===== src/rtl/dcc_pkg.sv =====
package dcc_pkg;

  typedef enum logic [1:0] {
    ST_IDLE   = 2'd0,
    ST_SETTLE = 2'd1,
    ST_HOLD   = 2'd2
  } search_st_e;

  // True when a further step in the chosen direction would leave the code range
  function automatic bit f_at_limit(int unsigned code, bit up, int unsigned max_code);
    return up ? (code == max_code) : (code == 0);
  endfunction

  // Starting code for the second side
  function automatic int unsigned f_seed_b(bit pass_a, int unsigned res_a, int unsigned seed);
    return (pass_a && res_a != 0) ? res_a - 1 : seed;
  endfunction

  // Combine the two side outcomes into the final code
  function automatic int unsigned f_merge(bit pass_a, int unsigned res_a,
                                          bit pass_b, int unsigned res_b,
                                          int unsigned seed);
    if (pass_a && pass_b) return (res_a + res_b) >> 1;
    if (pass_a)           return res_a;
    if (pass_b)           return res_b;
    return seed;
  endfunction

endpackage


===== src/rtl/dcc_wait_timer.sv =====
module dcc_wait_timer #(
  parameter int unsigned WAIT_CYC = 13
) (
  input  logic clk_i,
  input  logic rst_ni,
  input  logic run_i,
  output logic tick_o
);
  localparam int unsigned CNT_W = (WAIT_CYC < 2) ? 1 : $clog2(WAIT_CYC);
  localparam logic [CNT_W-1:0] LAST = CNT_W'(WAIT_CYC - 1);

  logic [CNT_W-1:0] cnt_q;

  assign tick_o = run_i && (cnt_q == LAST);

  always_ff @(posedge clk_i or negedge rst_ni) begin
    if (!rst_ni)                cnt_q <= '0;
    else if (!run_i || tick_o)  cnt_q <= '0;
    else                        cnt_q <= cnt_q + 1'b1;
  end
endmodule


===== src/rtl/dcc_side_merge.sv =====
module dcc_side_merge
  import dcc_pkg::*;
#(
  parameter int unsigned CODE_W = 7
) (
  input  logic              pass_a_i,
  input  logic [CODE_W-1:0] res_a_i,
  input  logic              pass_b_i,
  input  logic [CODE_W-1:0] res_b_i,
  input  logic [CODE_W-1:0] seed_i,
  output logic [CODE_W-1:0] seed_b_o,
  output logic [CODE_W-1:0] final_o
);
  assign seed_b_o = CODE_W'(f_seed_b(pass_a_i, 32'(res_a_i), 32'(seed_i)));
  assign final_o  = CODE_W'(f_merge(pass_a_i, 32'(res_a_i), pass_b_i, 32'(res_b_i),
                                    32'(seed_i)));
endmodule


===== src/rtl/dcc_code_search.sv =====
module dcc_code_search
  import dcc_pkg::*;
#(
  parameter int unsigned CODE_W        = 7,
  parameter int unsigned CLK_PERIOD_PS = 8000,
  parameter int unsigned WAIT_NS       = 100
) (
  input  logic              clk_i,
  input  logic              rst_ni,
  input  logic              start_i,
  input  logic [CODE_W-1:0] seed_i,
  input  logic              cmp_i,
  output logic [CODE_W+2:0] lane_ctl_o,
  output logic              lane_wr_o,
  output logic              done_o,
  output logic [CODE_W-1:0] result_o,
  output logic              fail_a_o,
  output logic              fail_b_o
);
  localparam int unsigned WAIT_RAW = (WAIT_NS * 1000 + CLK_PERIOD_PS - 1) / CLK_PERIOD_PS;
  localparam int unsigned WAIT_CYC = (WAIT_RAW < 1) ? 1 : WAIT_RAW;
  localparam int unsigned MAX_CODE = (1 << CODE_W) - 1;

  search_st_e        st_q;
  logic [CODE_W-1:0] code_q, seed_q, res_a_q, result_q;
  logic              side_a_q, corr_en_q, wr_q, up_q, first_q, pass_a_q;
  logic              done_q, fail_a_q, fail_b_q;

  // Named internal events
  logic tick, start_acc, sample_evt, up_now, hit, at_lim, side_end;
  logic              m_pass_a;
  logic [CODE_W-1:0] m_res_a, seed_b, final_code;

  dcc_wait_timer #(.WAIT_CYC(WAIT_CYC)) u_timer (
    .clk_i  (clk_i),
    .rst_ni (rst_ni),
    .run_i  (st_q != ST_IDLE),
    .tick_o (tick)
  );

  assign start_acc  = (st_q == ST_IDLE) && start_i;
  assign sample_evt = (st_q == ST_SETTLE) && tick;
  assign up_now     = first_q ? !cmp_i : up_q;
  assign hit        = !first_q && (cmp_i == up_q);
  assign at_lim     = f_at_limit(32'(code_q), up_now, MAX_CODE);
  assign side_end   = sample_evt && (hit || at_lim);

  assign m_pass_a = side_a_q ? hit    : pass_a_q;
  assign m_res_a  = side_a_q ? code_q : res_a_q;

  dcc_side_merge #(.CODE_W(CODE_W)) u_merge (
    .pass_a_i (m_pass_a),
    .res_a_i  (m_res_a),
    .pass_b_i (hit),
    .res_b_i  (code_q),
    .seed_i   (seed_q),
    .seed_b_o (seed_b),
    .final_o  (final_code)
  );

  always_ff @(posedge clk_i or negedge rst_ni) begin
    if (!rst_ni) begin
      st_q      <= ST_IDLE;
      code_q    <= '0;
      seed_q    <= '0;
      res_a_q   <= '0;
      result_q  <= '0;
      side_a_q  <= 1'b0;
      corr_en_q <= 1'b0;
      wr_q      <= 1'b0;
      up_q      <= 1'b0;
      first_q   <= 1'b0;
      pass_a_q  <= 1'b0;
      done_q    <= 1'b0;
      fail_a_q  <= 1'b0;
      fail_b_q  <= 1'b0;
    end else begin
      wr_q   <= 1'b0;
      done_q <= 1'b0;
      unique case (st_q)
        ST_IDLE: begin
          if (start_i) begin
            seed_q    <= seed_i;
            code_q    <= seed_i;
            side_a_q  <= 1'b1;
            corr_en_q <= 1'b1;
            first_q   <= 1'b1;
            fail_a_q  <= 1'b0;
            fail_b_q  <= 1'b0;
            wr_q      <= 1'b1;
            st_q      <= ST_SETTLE;
          end
        end
        ST_SETTLE: begin
          if (sample_evt) begin
            first_q <= 1'b0;
            up_q    <= up_now;
            if (side_end && side_a_q) begin
              pass_a_q <= hit;
              res_a_q  <= code_q;
              fail_a_q <= !hit;
              code_q   <= seed_b;
              side_a_q <= 1'b0;
              first_q  <= 1'b1;
              wr_q     <= 1'b1;
            end else if (side_end) begin
              fail_b_q  <= !hit;
              code_q    <= final_code;
              result_q  <= final_code;
              corr_en_q <= 1'b0;
              wr_q      <= 1'b1;
              done_q    <= 1'b1;
              st_q      <= ST_IDLE;
            end else begin
              st_q <= ST_HOLD;
            end
          end
        end
        ST_HOLD: begin
          if (tick) begin
            code_q <= up_q ? code_q + 1'b1 : code_q - 1'b1;
            wr_q   <= 1'b1;
            st_q   <= ST_SETTLE;
          end
        end
        default: st_q <= ST_IDLE;
      endcase
    end
  end

  // Comparator-output field is always written as zero
  assign lane_ctl_o = {corr_en_q, side_a_q, 1'b0, code_q};
  assign lane_wr_o  = wr_q;
  assign done_o     = done_q;
  assign result_o   = result_q;
  assign fail_a_o   = fail_a_q;
  assign fail_b_o   = fail_b_q;
endmodule


===== config.mk =====
export PLATFORM = sky130hd
export DESIGN_NAME = dcc_code_search
export DESIGN_NICKNAME = d
export VERILOG_FILES = /design/src/rtl/dcc_pkg.sv /design/src/rtl/dcc_wait_timer.sv /design/src/rtl/dcc_side_merge.sv /design/src/rtl/dcc_code_search.sv
export SDC_FILE = /design/constraint.sdc
export NUM_CORES = 1
export LEC_CHECK = 0
export BUFFER_PORTS_ARGS = -buffer_cell sky130_fd_sc_hd__buf_2
export CORE_ASPECT_RATIO = 0.9
export CORE_MARGIN = 10
export CORE_UTILIZATION = 40
export CTS_CLUSTER_DIAMETER = 100
export DETAILED_ROUTE_END_ITERATION = 10
export PLACE_DENSITY = 0.65
export SETUP_SLACK_MARGIN = 0.3
export SKIP_LAST_GASP = 1
export SLEW_MARGIN = 20
export SYNTH_ARGS = -nofsm -noshare
export SYNTH_HDL_FRONTEND = slang
export SYNTH_SLANG_ARGS = --single-unit

===== constraint.sdc =====
create_clock -name clk_i -period 3.83 [get_ports clk_i]
set_clock_uncertainty 0.15 [all_clocks]
set_input_delay 0.766 -clock clk_i [delete_from_list [all_inputs] [get_ports clk_i]]
set_output_delay 0.766 -clock clk_i [all_outputs]
set_load 0.03 [all_outputs]

# Word-level counts from Yosys, hierarchy flattened

Index checks and enable logic that the tools add are counted.

Bits in registers: 43
Bits of input ports: 11
Output and inout port bits: 21
Logic and storage cells: 120

Add/subtract/negate cells: 5
Equal/unequal tests: 12
Muxes and demuxes: 59
Bitwise gates (word level): 1
Reduce and logical (&&, ||, !) cells: 28

Operator list:

| kind                  | count |
|---|---|
| $mux W7               | 14 |
| $mux W1               | 31 |
| $pmux W7 S3           | 1 |
| $sub A7 B1 Y7 const B | 2 |
| $reduce_and A4 Y1     | 3 |
| $mux W2               | 5 |
| $ne A2 B2 Y1 const B  | 5 |
| $pmux W1 S2           | 5 |
| $reduce_and A5 Y1     | 2 |
| $add A7 B7 Y8         | 1 |
| $add A7 B1 Y7 const B | 1 |
| $eq A7 B7 Y1 const B  | 1 |
| $logic_and A1 B1 Y1   | 7 |
| $logic_not A7 Y1      | 1 |
| $reduce_bool A7 Y1    | 1 |
| $pmux W2 S3           | 1 |
| $reduce_and A3 Y1     | 2 |
| $add A4 B1 Y4 const B | 1 |
| $eq A4 B4 Y1 const B  | 1 |
| $logic_not A1 Y1      | 4 |
| $mux W4               | 1 |
| $reduce_and A2 Y1     | 2 |
| $reduce_bool A2 Y1    | 2 |
| $ne A3 B2 Y1 const B  | 1 |
| other kinds (9)       | 10 |

# Depth between registers and ports, before layout

Gate-level depths: netlist of run 1.

Depth after elaboration: 15
Mapped depth: 13

# Modules after synthesis

A second synthesis of run 1 with hierarchy kept.

Cell total of the unflattened synthesis: 331
Area total of the unflattened synthesis: 3269.4 sq um

Modules (own cells, without submodules):

| module          | times used | cells each | area an instance (sq um) |
|---|---|---|---|
| dcc_code_search | 1          | 233        | 2463.6 |
| dcc_side_merge  | 1          | 77         | 599.3 |
| dcc_wait_timer  | 1          | 21         | 206.4 |

# Least setup slack after synthesis of run 1

Ideal clock, no wire load.

Path kind: register -> register
Start: register side_a_q
End: register code_q[3]
Data arrival time: 3451 ps
Setup slack: 134 ps
Stages on the path, launching flop included: 14
Path buffers: 4
Clock period less this slack: 3696 ps
Path through: dfrtp_1 clkbuf_1 buf_2 buf_2 buf_1 mux2i_1 inv_1 fa_1 a211o_1 and3_1 o31ai_1 a21oi_1 or3b_1 a311oi_2

Cells in the longest elaborated chain, start to end: 12
Elaborated cells between the ends (all ways): 24

Ends and longest elaborated chain:

| what                                                        | RTL line                                     | source |
|---|---|---|
| from (decl)                                                 | dcc_code_search.sv:26                        | `logic side_a_q, corr_en_q, wr_q, up_q, first_q, pass_a_q;` |
| from (signal assigned)                                      | dcc_code_search.sv:68                        | `side_a_q <= 1'b0;` |
| from (signal assigned)                                      | dcc_code_search.sv:85                        | `side_a_q <= 1'b1;` |
| from (signal assigned)                                      | dcc_code_search.sv:103                       | `side_a_q <= 1'b0;` |
| $mux W7 / $mux W1 (equally long branches)                   | dcc_code_search.sv:49, dcc_code_search.sv:48 |  |
| $add A7 B7 Y8 / $logic_and A1 B1 Y1 (equally long branches) | dcc_pkg.sv:23                                | `if (pass_a && pass_b) return (res_a + res_b) >> 1;` |
| $mux W7                                                     | dcc_pkg.sv:23                                |  |
| $mux W7                                                     | dcc_pkg.sv:24                                | `if (pass_a) return res_a;` |
| $mux W7                                                     | dcc_pkg.sv:25                                | `if (pass_b) return res_b;` |
| $mux W7                                                     | dcc_pkg.sv:26                                | `return seed;` |
| $mux W7                                                     | dcc_pkg.sv:25                                |  |
| $mux W7                                                     | dcc_pkg.sv:24                                |  |
| $mux W7                                                     | dcc_code_search.sv:106                       | `end else if (side_end) begin` |
| $mux W7                                                     | dcc_code_search.sv:98                        | `if (side_end && side_a_q) begin` |
| $mux W7                                                     | dcc_code_search.sv:95                        | `if (sample_evt) begin` |
| $pmux W7 S3                                                 | dcc_code_search.sv:80                        | `unique case (st_q)` |
| to (signal assigned)                                        | dcc_code_search.sv:84                        | `code_q <= seed_i;` |
| to (signal assigned)                                        | dcc_code_search.sv:108                       | `code_q <= final_code;` |
| to (signal assigned)                                        | dcc_code_search.sv:121                       | `code_q <= up_q ? code_q + 1'b1 : code_q - 1'b1;` |
| to (decl)                                                   | dcc_code_search.sv:25                        | `logic [CODE_W-1:0] code_q, seed_q, res_a_q, result_q;` |

Parallel ways exist; a longest one is shown, timed or not. The select of a mux whose other input is x is not followed.
A chain may end at the register's enable or synchronous reset.

# Worst setup path in the final report of run 1

Same ends and word-level chain as after synthesis.

==> results of run 1 <==
flip-flops by register name (all words and copies together) (netlist names):
register	cells
up_q	1
side_a_q	1
fail_b_o	1
corr_en_q	1
lane_wr_o	1
u_timer.cnt_q	4
res_a_q	7
fail_a_o	1
done_o	1
pass_a_q	1
first_q	1
code_q	7
seed_q	7
result_o	7
st_q	2
critical path, cell delays in order, from the launching register on:
cell,delay (ns)
dfrtp_1,0.69
mux2i_2,0.33
inv_1,0.12
fa_1,0.43
a211o_1,0.30
and3_1,0.19
o31ai_1,0.28
a21oi_1,0.15
or3b_1,0.41
a311oi_2,0.23
Yosys cell counts, types with 3 or more instances:
library cell and number:
a211oi_1 6, a21o_1 6, a21oi_1 23, a221oi_1 5, a31oi_1 5, and2_1 5
and3_1 3, buf_2 5, buf_4 3, clkbuf_1 10, dfrtp_1 43, ha_1 19
inv_1 21, mux2_2 16, mux2i_1 11, nand2_1 37, nand2b_1 4, nand3_1 7
nor2_1 24, nor2b_1 5, nor3_1 16, nor3b_1 4, nor4_1 3, o211ai_1 5
o21ai_0 22, o22ai_1 5, xnor2_1 4, xor2_1 5
power by group through the flow:
stage | combinational, mW | clock, mW | sequential, mW
final | 1.83 | 0.291 | 0.741
after global routing | 1.99 | 0.314 | 0.755
after CTS | 1.80 | 0.297 | 0.736
after detailed placement | 1.79 | 0 | 0.744
after global placement | 1.76 | 0 | 0.741
after floorplan | 1.25 | 0 | 0.774
per-layer routing:
layer	routed length, um	vias to the layer above
li1	-	1424
met5	0	-
met1	4580	1488
met2	4330	163
met4	199	0
met3	1010	21
final cells by class:
| type | count | area (um2) |
|---|---|---|
| clock buffer | 5 | 68.8 |
| clock inverter | 2 | 13.8 |
| fill | 799 | 4440 |
| inverter | 21 | 78.8 |
| multi-input combinational | 293 | 2100 |
| sequential | 43 | 1080 |
| tap | 99 | 124 |
| timing repair buffer | 37 | 205 |
how the worst max path moves through the flow:
stage	to	cells after the start
after floorplan	code_q[3]	13
final	code_q[3]	9
after global routing	code_q[6]	10
after detailed placement	code_q[3]	9
after CTS	code_q[3]	9
after global placement	code_q[3]	9
logic make-up (layout without fill, tap and decap cells):
family	Yosys count	count (layout)
buffers and inverters	41	65
muxes	27	27
adders and majority gates	21	21
xor gates and xnor gates	11	11
AOI/OAI and AO/OA	107	107
and+or+nand+nor	126	126
DFF	43	43
other	1	1
==> results.txt, run 1 <==
----------------------------------------------------
[Die]
  Row count ... 31
  Count of boundary I/O pins ... 32
  Die span in y ... 107 um
  Area of the die ... 12400 um2
  Die span in x ... 116 um
  Core Footprint ... 8110 um2
  Effective utilization at floorplan ... 41.2%

[Synth]
  Flip-flop and latch count after synthesis ... 43
  Number of library cell types mapped by synthesis ... 69
  Fraction of synthesis flops using an asynchronous set or reset pin ... 100%
  Count of synthesis-stage warnings from yosys ... 0
  Area share of xor/xnor cells in the synthesized design ... 3.67%
  Number of instances in the synthesized netlist ... 377
  Post-synth top area share ... 32.2%
  Combinational family with the most area after synthesis ... compound AO/OA/AOI/OAI gates
  Share of the yosys chip area belonging to registers ... 32.2%
  Main flop type after synthesis ... dfrtp_1
  Number of nets in the synthesized netlist ... 409
  Fraction of the mapped netlist area in compound gates ... 22.2%
  Basic-gate share of the synthesized area counting and, or, nand and nor cells ... 19.7%
  Number of enable-type register cells in the synthesized netlist ... 0
  Synth Area in Adders ... 8.31%
  Cell type with the largest total area after synthesis ... dfrtp_1
  Mean instance size in the synthesized netlist ... 8.86 um2
  Cells taking the most area after synthesis ... dfrtp_1 32%, ha_1 7.1%, mux2_2 5.4%
  Multiplexer area fraction after synthesis ... 8.69%
  Synthesized cell area ... 3340 um2

[Power and ir drop]
  Switching Power ... 1.44 mW
  Switching share of power ... 50.2%
  Power density of the placed cells ... 780 nW/um2
  Worst-case vdd ir drop ... 0.366 mV
  Total Power Consumption ... 2.86 mW
  Clock network power share ... 10.2%
  Combinational cell fraction of total power ... 63.9%
  Internal power of the cells ... 1.42 mW
  Sequential share of power ... 25.9%
  Leakage dissipation ... 1.62 nW

[Drt]
  Vias per cell ... 6.19
  Drt first-iter violations ... 346
  Routed length per instance ... 20.2 um
  Number of remaining DRC errors ... 0
  Pre-antenna DRT Iters ... 5
  Routed Wire Length ... 10100 um
  Via total after detailed routing ... 3096
  Post-detailed-route count of antenna-violating nets ... 0

[Finish]
  Area growth from synthesis to layout ... 9.66%
  Most frequent standard cell in the layout excluding fill and tap cells ... dfrtp_1
  End-of-flow core utilization ... 45.2%
  Fraction of final layout cells sized beyond drive strength 1 ... 19.2%
  Net count reported at finish ... 433
  Top library cells by usage in the layout, fill and taps aside ... 43 x dfrtp_1, 37 x nand2_1, 29 x buf_2, 24 x nor2_1, 23 x a21oi_1
  Fin area ... 3660 um2
  Antenna Diode Count ... 0
  Final Instance Count excl. Fillers ... 500

[Critical path]
  FF-to-FF setup slack ... 0.45 ns
  Worst setup path class ... reg2reg
  Data arrival time of the worst path ... 3.44 ns
  Kind of launch point of the worst setup path ... flip-flop
  Crit Path Max Fanout ... 17
  Number of cells on the worst reg-to-reg path ... 9
  Crit. End Element ... flip-flop
  Critical register-to-register path startpoint ... side_a_q
  Required time at the endpoint of the critical path ... 3.89 ns
  Destination of the worst register-to-register timing path ... code_q[3]
  CP startpoint ... side_a_q

[Clock tree]
  Cts hold-fix bufs ... 0
  Number of clock buffers inserted by TritonCTS ... 5
  Register clock-pin slew on the reported worst setup and hold paths ... 0.09 ns
  Clk sinks ... 43
  Clock root buffer ... clkbuf_8
  Setup bufs post-CTS ... 0
  Clock latency on the worst-skew pair ... 0.30 ns
  Maximum buffer depth of the clock tree ... 2
  TritonCTS clock tree ... built
  Post-CTS sizing ... 0
  CTS H-tree depth ... 2

[Global route]
  Total global routing track utilization ... 16.4%
  Wire length of the first global-routing pass ... 16200 um
  Via count of the first global-routing pass ... 3034
  GR Layer Usage met3 ... 5.35%
  Met1 layer usage reported by global route ... 22.7%
  Final global-route overflow total ... 0
  Routing usage on met2 ... 23.6%
  Pin count of the biggest net entering global routing ... 44
  Most crowded layer after global routing ... met2
  Number of antenna violations at the first check in global routing ... 0

[Timing]
  # setup viols final ... 0
  Final hold vios ... 0
  Highest achievable clock rate ... 296 MHz
  Final clock period utilization by the worst path ... 88.4%
  Worst rel slew slack ... 36.0%
  Final Worst Setup Slack ... 0.446 ns
  Total Neg Setup Slack ... 0 ns
  Final Slew Violations ... 0
  Unrepaired setup endpoints after global routing ... no
  Worst slew pin tran ... 0.958 ns
  Minimum hold slack ... 0.313 ns
  Minimum clock period after layout ... 3.38 ns

[Placed design]
  HPWL Detailed ... 7580 um
  Standard cell area after detailed placement ... 3580 um2
  Number of instances in the placed design ... 493
  Routability congestion estimate ... 0.928
  Worst Setup Slack post-DPL ... 0.490 ns
  # port buffers ... 30

[Status]
  Result of the run ... complete, no violations

[Hold path]
  Tightest Hold Check Type ... in2async

[Job]
  Max-Cap Viols ... 0

----------------------------------------------------
(Power assumes the default switching activity.)
==> run 2, diff against run 1 <==
CORE_ASPECT_RATIO = 0.7   (was 0.9)
==> run 2 against run 1 <==
  * Die area rose by 0.43%
  * Cell count rose by 0.60%
  * Global-route usage rose by 0.56 points
  * Critical path depth did not move
  * Cell area rose by 2.5%
  * Sequential share of layout area fell by 0.70 points
  * Critical endpoint unchanged
==> results.txt, run 2 (synthesis gave the netlist of run 1 again) <==
----------------------------------------------------
[Status]
  Result of the run ... complete, no violations

[Clock tree]
  TritonCTS clock tree ... built
  Number of clock buffers inserted by TritonCTS ... 5
  Post-CTS sizing ... 0
  CTS H-tree depth ... 2
  Clk sinks ... 43
  Register clock-pin slew on the reported worst setup and hold paths ... 0.06 ns
  Maximum buffer depth of the clock tree ... 2
  Clock root buffer ... clkbuf_16
  Cts hold-fix bufs ... 0
  Setup bufs post-CTS ... 0
  Clock latency on the worst-skew pair ... 0.29 ns

[Finish]
  Most frequent standard cell in the layout excluding fill and tap cells ... dfrtp_1
  Fraction of final layout cells sized beyond drive strength 1 ... 19.4%
  Total area of sequential cells ... 1080 um2
  Top library cells by usage in the layout, fill and taps aside ... 43 x dfrtp_1, 37 x nand2_1, 29 x buf_2, 24 x nor2_1, 23 x a21oi_1
  Antenna Diode Count ... 0
  Net count reported at finish ... 434
  Area growth from synthesis to layout ... 12.4%
  Fill cell total of the finished layout ... 763
  Final Instance Count excl. Fillers ... 503
  Combined area of the multi-input logic cells ... 2100 um2

[Global route]
  Total global routing track utilization ... 16.9%
  Met1 layer usage reported by global route ... 24.8%
  Pin count of the biggest net entering global routing ... 44
  Via count of the first global-routing pass ... 2940
  Most crowded layer after global routing ... met1
  Wire length of the first global-routing pass ... 16200 um
  Final global-route overflow total ... 0
  Routing usage on met2 ... 23.4%
  GR Layer Usage met3 ... 4.73%
  Number of antenna violations at the first check in global routing ... 0

[Critical path]
  Crit Path Max Fanout ... 10
  Kind of launch point of the worst setup path ... flip-flop
  Critical register-to-register path startpoint ... code_q[1]
  Crit. End Element ... flip-flop
  Number of cells on the worst reg-to-reg path ... 9
  Destination of the worst register-to-register timing path ... code_q[3]
  Data arrival time of the worst path ... 3.19 ns
  Required time at the endpoint of the critical path ... 3.88 ns
  Worst setup path class ... reg2reg
  FF-to-FF setup slack ... 0.69 ns

[Timing]
  Unrepaired setup endpoints after global routing ... no
  Final hold vios ... 0
  # setup viols final ... 0
  Worst rel slew slack ... 48.3%
  Minimum clock period after layout ... 3.14 ns
  Final clock period utilization by the worst path ... 82.0%
  Worst slew pin tran ... 0.774 ns
  Total Neg Setup Slack ... 0 ns
  Highest achievable clock rate ... 319 MHz
  Final Slew Violations ... 0
  Final Worst Setup Slack ... 0.690 ns

[Die]
  Effective utilization at floorplan ... 41.7%
  Die span in x ... 129 um
  Row count ... 27
  Core Footprint ... 8010 um2
  Count of boundary I/O pins ... 32
  Area of the die ... 12500 um2
  Die span in y ... 96.5 um

[Job]
  Max-Cap Viols ... 0

[Drt]
  Post-detailed-route count of antenna-violating nets ... 0
  Drt first-iter violations ... 256
  Pre-antenna DRT Iters ... 5
  Vias per cell ... 6.16
  Number of remaining DRC errors ... 0
  Routed length per instance ... 20.8 um
  Via total after detailed routing ... 3096
  Routed Wire Length ... 10500 um

[Placed design]
  # port buffers ... 30
  HPWL Detailed ... 7970 um
  Number of instances in the placed design ... 496
  Routability congestion estimate ... 0.990
  Worst Setup Slack post-DPL ... 0.707 ns

[Power and ir drop]
  Clock network power share ... 15.9%
  Worst-case vdd ir drop ... 0.485 mV
  Power density of the placed cells ... 820 nW/um2
  Switching Power ... 1.48 mW
  Combinational cell fraction of total power ... 59.6%
  Internal power of the cells ... 1.60 mW
  Leakage dissipation ... 1.66 nW
  Total Power Consumption ... 3.08 mW
  Sequential share of power ... 24.5%
  Switching share of power ... 48.0%

[Hold path]
  Tightest Hold Check Type ... in2async

----------------------------------------------------
run 2: routing by layer:
layer | routed length (um) | up-vias
met5 | 0 | -
met4 | 115 | 0
met3 | 1000 | 11
met2 | 4140 | 159
met1 | 5190 | 1506
li1 | - | 1420
run 2: worst max-delay path, stage by stage (launching register included):
cell and delay (ns):
dfrtp_1 0.52, mux2i_2 0.29, inv_1 0.12, fa_1 0.43, a211o_1 0.31, and3_1 0.19, o31ai_1 0.28, a21oi_1 0.14
or3b_1 0.41, a311oi_2 0.20
run 2: how the worst max path moves through the flow:
| stage | start | cells past startpoint | endpoint |
|---|---|---|---|
| 2_1_floorplan | side_a_q | 13 | code_q[3] |
| 3_3_place_gp | code_q[1] | 8 | result_o[5] |
| 6_report | code_q[1] | 9 | code_q[3] |
| 4_1_cts | code_q[1] | 9 | code_q[3] |
| 3_5_place_dp | code_q[1] | 9 | code_q[3] |
| 5_1_grt | code_q[1] | 9 | code_q[3] |
run 2: cell type report:
cell class / instances / area share [%]
multi-input combinational: 293 / 55.9
sequential: 43 / 28.7
clock inverter: 2 / 1.00
tap: 101 / 3.37
timing repair buffer: 38 / 5.66
inverter: 21 / 2.10
clock buffer: 5 / 3.33
run 2: per-stage QoR:
stage	area, um2	utilization, %	hold slack [ns]
after floorplan	3350	-	0.311
after global placement	3590	44.8	0.331
after detailed placement	3590	44.8	0.344
after CTS	3750	46.9	0.360
after global routing	3750	46.9	0.359
final	3750	46.9	0.313
run 2: power by group through the flow:
stage / logic [mW] / clock network, mW / registers, mW
detailed placement: 1.79 / 0 / 0.756
finish: 1.83 / 0.490 / 0.755
global route: 1.98 / 0.515 / 0.767
floorplan: 1.25 / 0 / 0.774
CTS: 1.80 / 0.502 / 0.748
global placement: 1.79 / 0 / 0.754
==> run 3, diff against run 2 <==
ABC_AREA = 1   (was unset)
PLACE_DENSITY = 0.63   (was 0.65)
clock period = 2.9 ns   (was 3.83 ns; I/O delays follow)
==> run 3 against run 2 <==
  * Die area decreased by 2.2%
  * First-iteration DRC count rose by 65%
  * Synthesized cell count is 27% higher
  * Sequential share of layout area is 0.35 points higher
  * Setup slack got worse by 0.24 ns
  * Via count up 3.4%
  * Wire length down 7.2%
  * Global-route usage decreased by 0.82 points
  * Clock power rose by 20%
  * Clock-buffer cell count increased by 1
  * Largest power group unchanged
  * Highest routed layer unchanged
==> results.txt, run 3 <==
----------------------------------------------------
[Clock tree]
  Register clock-pin slew on the reported worst setup and hold paths ... 0.07 ns
  Clk sinks ... 43
  Clock root buffer ... clkbuf_16
  Clock latency on the worst-skew pair ... 0.29 ns
  Maximum buffer depth of the clock tree ... 2
  Number of clock buffers inserted by TritonCTS ... 5
  TritonCTS clock tree ... built
  CTS H-tree depth ... 2

[Placed design]
  Routability congestion estimate ... 0.970
  HPWL Detailed ... 7460 um
  # port buffers ... 30

[Power and ir drop]
  Leakage dissipation ... 2.00 nW
  Power density of the placed cells ... 1150 nW/um2
  Internal power of the cells ... 2.00 mW
  Sequential share of power ... 23.9%
  Clock network power share ... 13.7%
  Switching share of power ... 53.2%
  Combinational cell fraction of total power ... 62.4%
  Switching Power ... 2.28 mW
  Worst-case vdd ir drop ... 0.644 mV

[Critical path]
  FF-to-FF setup slack ... 0.45 ns
  Crit Path Max Fanout ... 8
  Crit. End Element ... flip-flop
  Data arrival time of the worst path ... 2.48 ns
  Required time at the endpoint of the critical path ... 2.93 ns
  Kind of launch point of the worst setup path ... flip-flop
  Worst setup path class ... reg2reg

[Finish]
  End-of-flow core utilization ... 47.0%
  Fill cell total of the finished layout ... 802
  Fraction of final layout cells sized beyond drive strength 1 ... 16.0%
  Most frequent standard cell in the layout excluding fill and tap cells ... nand2_1
  Top library cells by usage in the layout, fill and taps aside ... 156 x nand2_1, 62 x inv_1, 41 x dfrtp_1, 39 x o21ai_0, 30 x buf_2
  Antenna Diode Count ... 0
  Net count reported at finish ... 549
  Area growth from synthesis to layout ... 14.3%

[Drt]
  Routed Wire Length ... 9700 um
  Drt first-iter violations ... 422
  Pre-antenna DRT Iters ... 5
  Via total after detailed routing ... 3202
  Post-detailed-route count of antenna-violating nets ... 0
  Number of remaining DRC errors ... 0
  Vias per cell ... 5.17
  Routed length per instance ... 15.7 um

[Die]
  Effective utilization at floorplan ... 41.2%
  Row count ... 27
  Die span in y ... 95.5 um
  Area of the die ... 12200 um2
  Core Footprint ... 7910 um2
  Die span in x ... 128 um
  Count of boundary I/O pins ... 32

[Timing]
  Minimum clock period after layout ... 2.45 ns
  Final clock period utilization by the worst path ... 84.5%
  Final hold vios ... 0
  Total Neg Setup Slack ... 0 ns
  Unrepaired setup endpoints after global routing ... no
  Highest achievable clock rate ... 408 MHz
  # setup viols final ... 0
  Final Slew Violations ... 0

[Synth]
  Mean instance size in the synthesized netlist ... 6.78 um2
  Post-synth top area share ... 33.1%
  Cells taking the most area after synthesis ... dfrtp_1 33%, nand2_1 18%, ha_1 7.3%
  Cell type with the largest total area after synthesis ... dfrtp_1
  Count leader, synth ... nand2_1
  Flip-flop and latch count after synthesis ... 43
  Number of enable-type register cells in the synthesized netlist ... 0
  Synthesized cell area ... 3250 um2
  Synth top cells by count ... 156 x nand2_1, 63 x inv_1, 43 x dfrtp_1
  Number of library cell types mapped by synthesis ... 36
  Number of nets in the synthesized netlist ... 512
  Number of instances in the synthesized netlist ... 480
  Share of the yosys chip area belonging to registers ... 33.1%
  Count of synthesis-stage warnings from yosys ... 0
  Main flop type after synthesis ... dfrtp_1
  Fraction of synthesis flops using an asynchronous set or reset pin ... 100%

[Global route]
  Final global-route overflow total ... 0
  Via count of the first global-routing pass ... 3022
  Pin count of the biggest net entering global routing ... 32
  Number of antenna violations at the first check in global routing ... 0
  Total global routing track utilization ... 16.1%
  Met1 layer usage reported by global route ... 24.1%
  GR Layer Usage met3 ... 4.88%
  Wire length of the first global-routing pass ... 15800 um
  Routing usage on met2 ... 22.2%
  Most crowded layer after global routing ... met1

[Job]
  Max-Cap Viols ... 0

[Status]
  Result of the run ... complete, no violations

[Hold path]
  Tightest Hold Check Type ... in2async

----------------------------------------------------
## run 3: changes by cell type after synthesis, sizes merged, moves of 6 or more
cell,before,now
nand3,7,33
mux2i,11,0
o21ai,23,48
a211oi,6,0
nor3,18,2
a21o,6,0
clkbuf,10,2
mux2,16,0
nand2,37,164
nor2,25,32
inv,21,70
## run 3: worst paths after layout
kind,depth (start not counted),end,start
max in group asynchronous,2,pass_a_q,rst_ni
worst max register to register,13,code_q[6],code_q[4]
worst min register to register,2,result_o[0],result_o[0]
worst min-delay path,1,code_q[0],rst_ni
min in group clk_i,2,result_o[0],result_o[0]
worst max-delay path,13,code_q[6],code_q[4]
## run 3: layer usage
layer	wire length, um	part of all wire (%)	vias to the layer above
met5	0	0	-
met4	82	0.85	0
met3	942	9.7	14
met2	3640	37	130
met1	5040	52	1459
li1	-	-	1599
## run 3: repair_timing
item	in CTS	in global routing
endpoints found under the hold margin	0	0
setup buffers	0	3
endpoints found under the setup margin	2	7
resized for setup	1	8
hold buffers	0	0
## run 3: power by group through the flow
stage	Combinational (mW)	Sequential [mW]	Clock (mW)
detailed placement	2.54	1.03	0
floorplan	1.82	1.05	0
global placement	2.54	1.03	0
finish	2.67	1.02	0.588
global route	3.02	1.04	0.623
CTS	2.56	1.02	0.596
## run 3: cell type report
type,count,area [um2],share of cell area (%)
Multi-Input combinational cell,356,1870,50.2
Inverter,71,267,7.17
Timing Repair Buffer,40,225,6.06
Sequential cell,43,1080,29.0
Clock inverter,2,16.3,0.437
Tap cell,101,126,3.40
Clock buffer,6,139,3.73
## run 3: critical path, cell delays in order (launching register included)
cell and delay (ns):
dfrtp_1 0.63, nand2_1 0.13, nand2_2 0.18, ha_2 0.34
a21oi_2 0.19, o21ai_0 0.09, nor2_1 0.09, nand2_1 0.08
nand2_1 0.15, a21oi_2 0.08, nand2_1 0.07, nand2_1 0.05
nand2_1 0.05, nand2_1 0.04
## run 3: cell families after synthesis
kind of cell             count (synthesis)  share of synthesized area, %
AO/OA/AOI/OAI                           85                          13.9
flip-flops                              43                          33.1
AND/OR/NAND/NOR                        241                          32.2
XOR/XNOR                                 8                          2.15
other                                    1                         0.115
adder cells (fa/ha/maj)                 21                          8.54
buffers and inverters                   81                          10.0
## run 3: per-stage QoR
step / setup WS (ns) / instance area [um2] / hold WS [ns] / std cells / total power [mW]
6_report: 0.449 / 3720 / 0.0260 / 619 / 4.28
5_1_grt: 0.304 / 3720 / 0.0483 / 619 / 4.69
4_1_cts: 0.317 / 3680 / 0.0404 / 616 / 4.18
3_5_place_dp: 0.258 / 3520 / 0.309 / 608 / 3.57
3_3_place_gp: 0.297 / 3520 / 0.304 / 608 / 3.57
2_1_floorplan: 0.592 / 3250 / 0.134 / 480 / 2.87
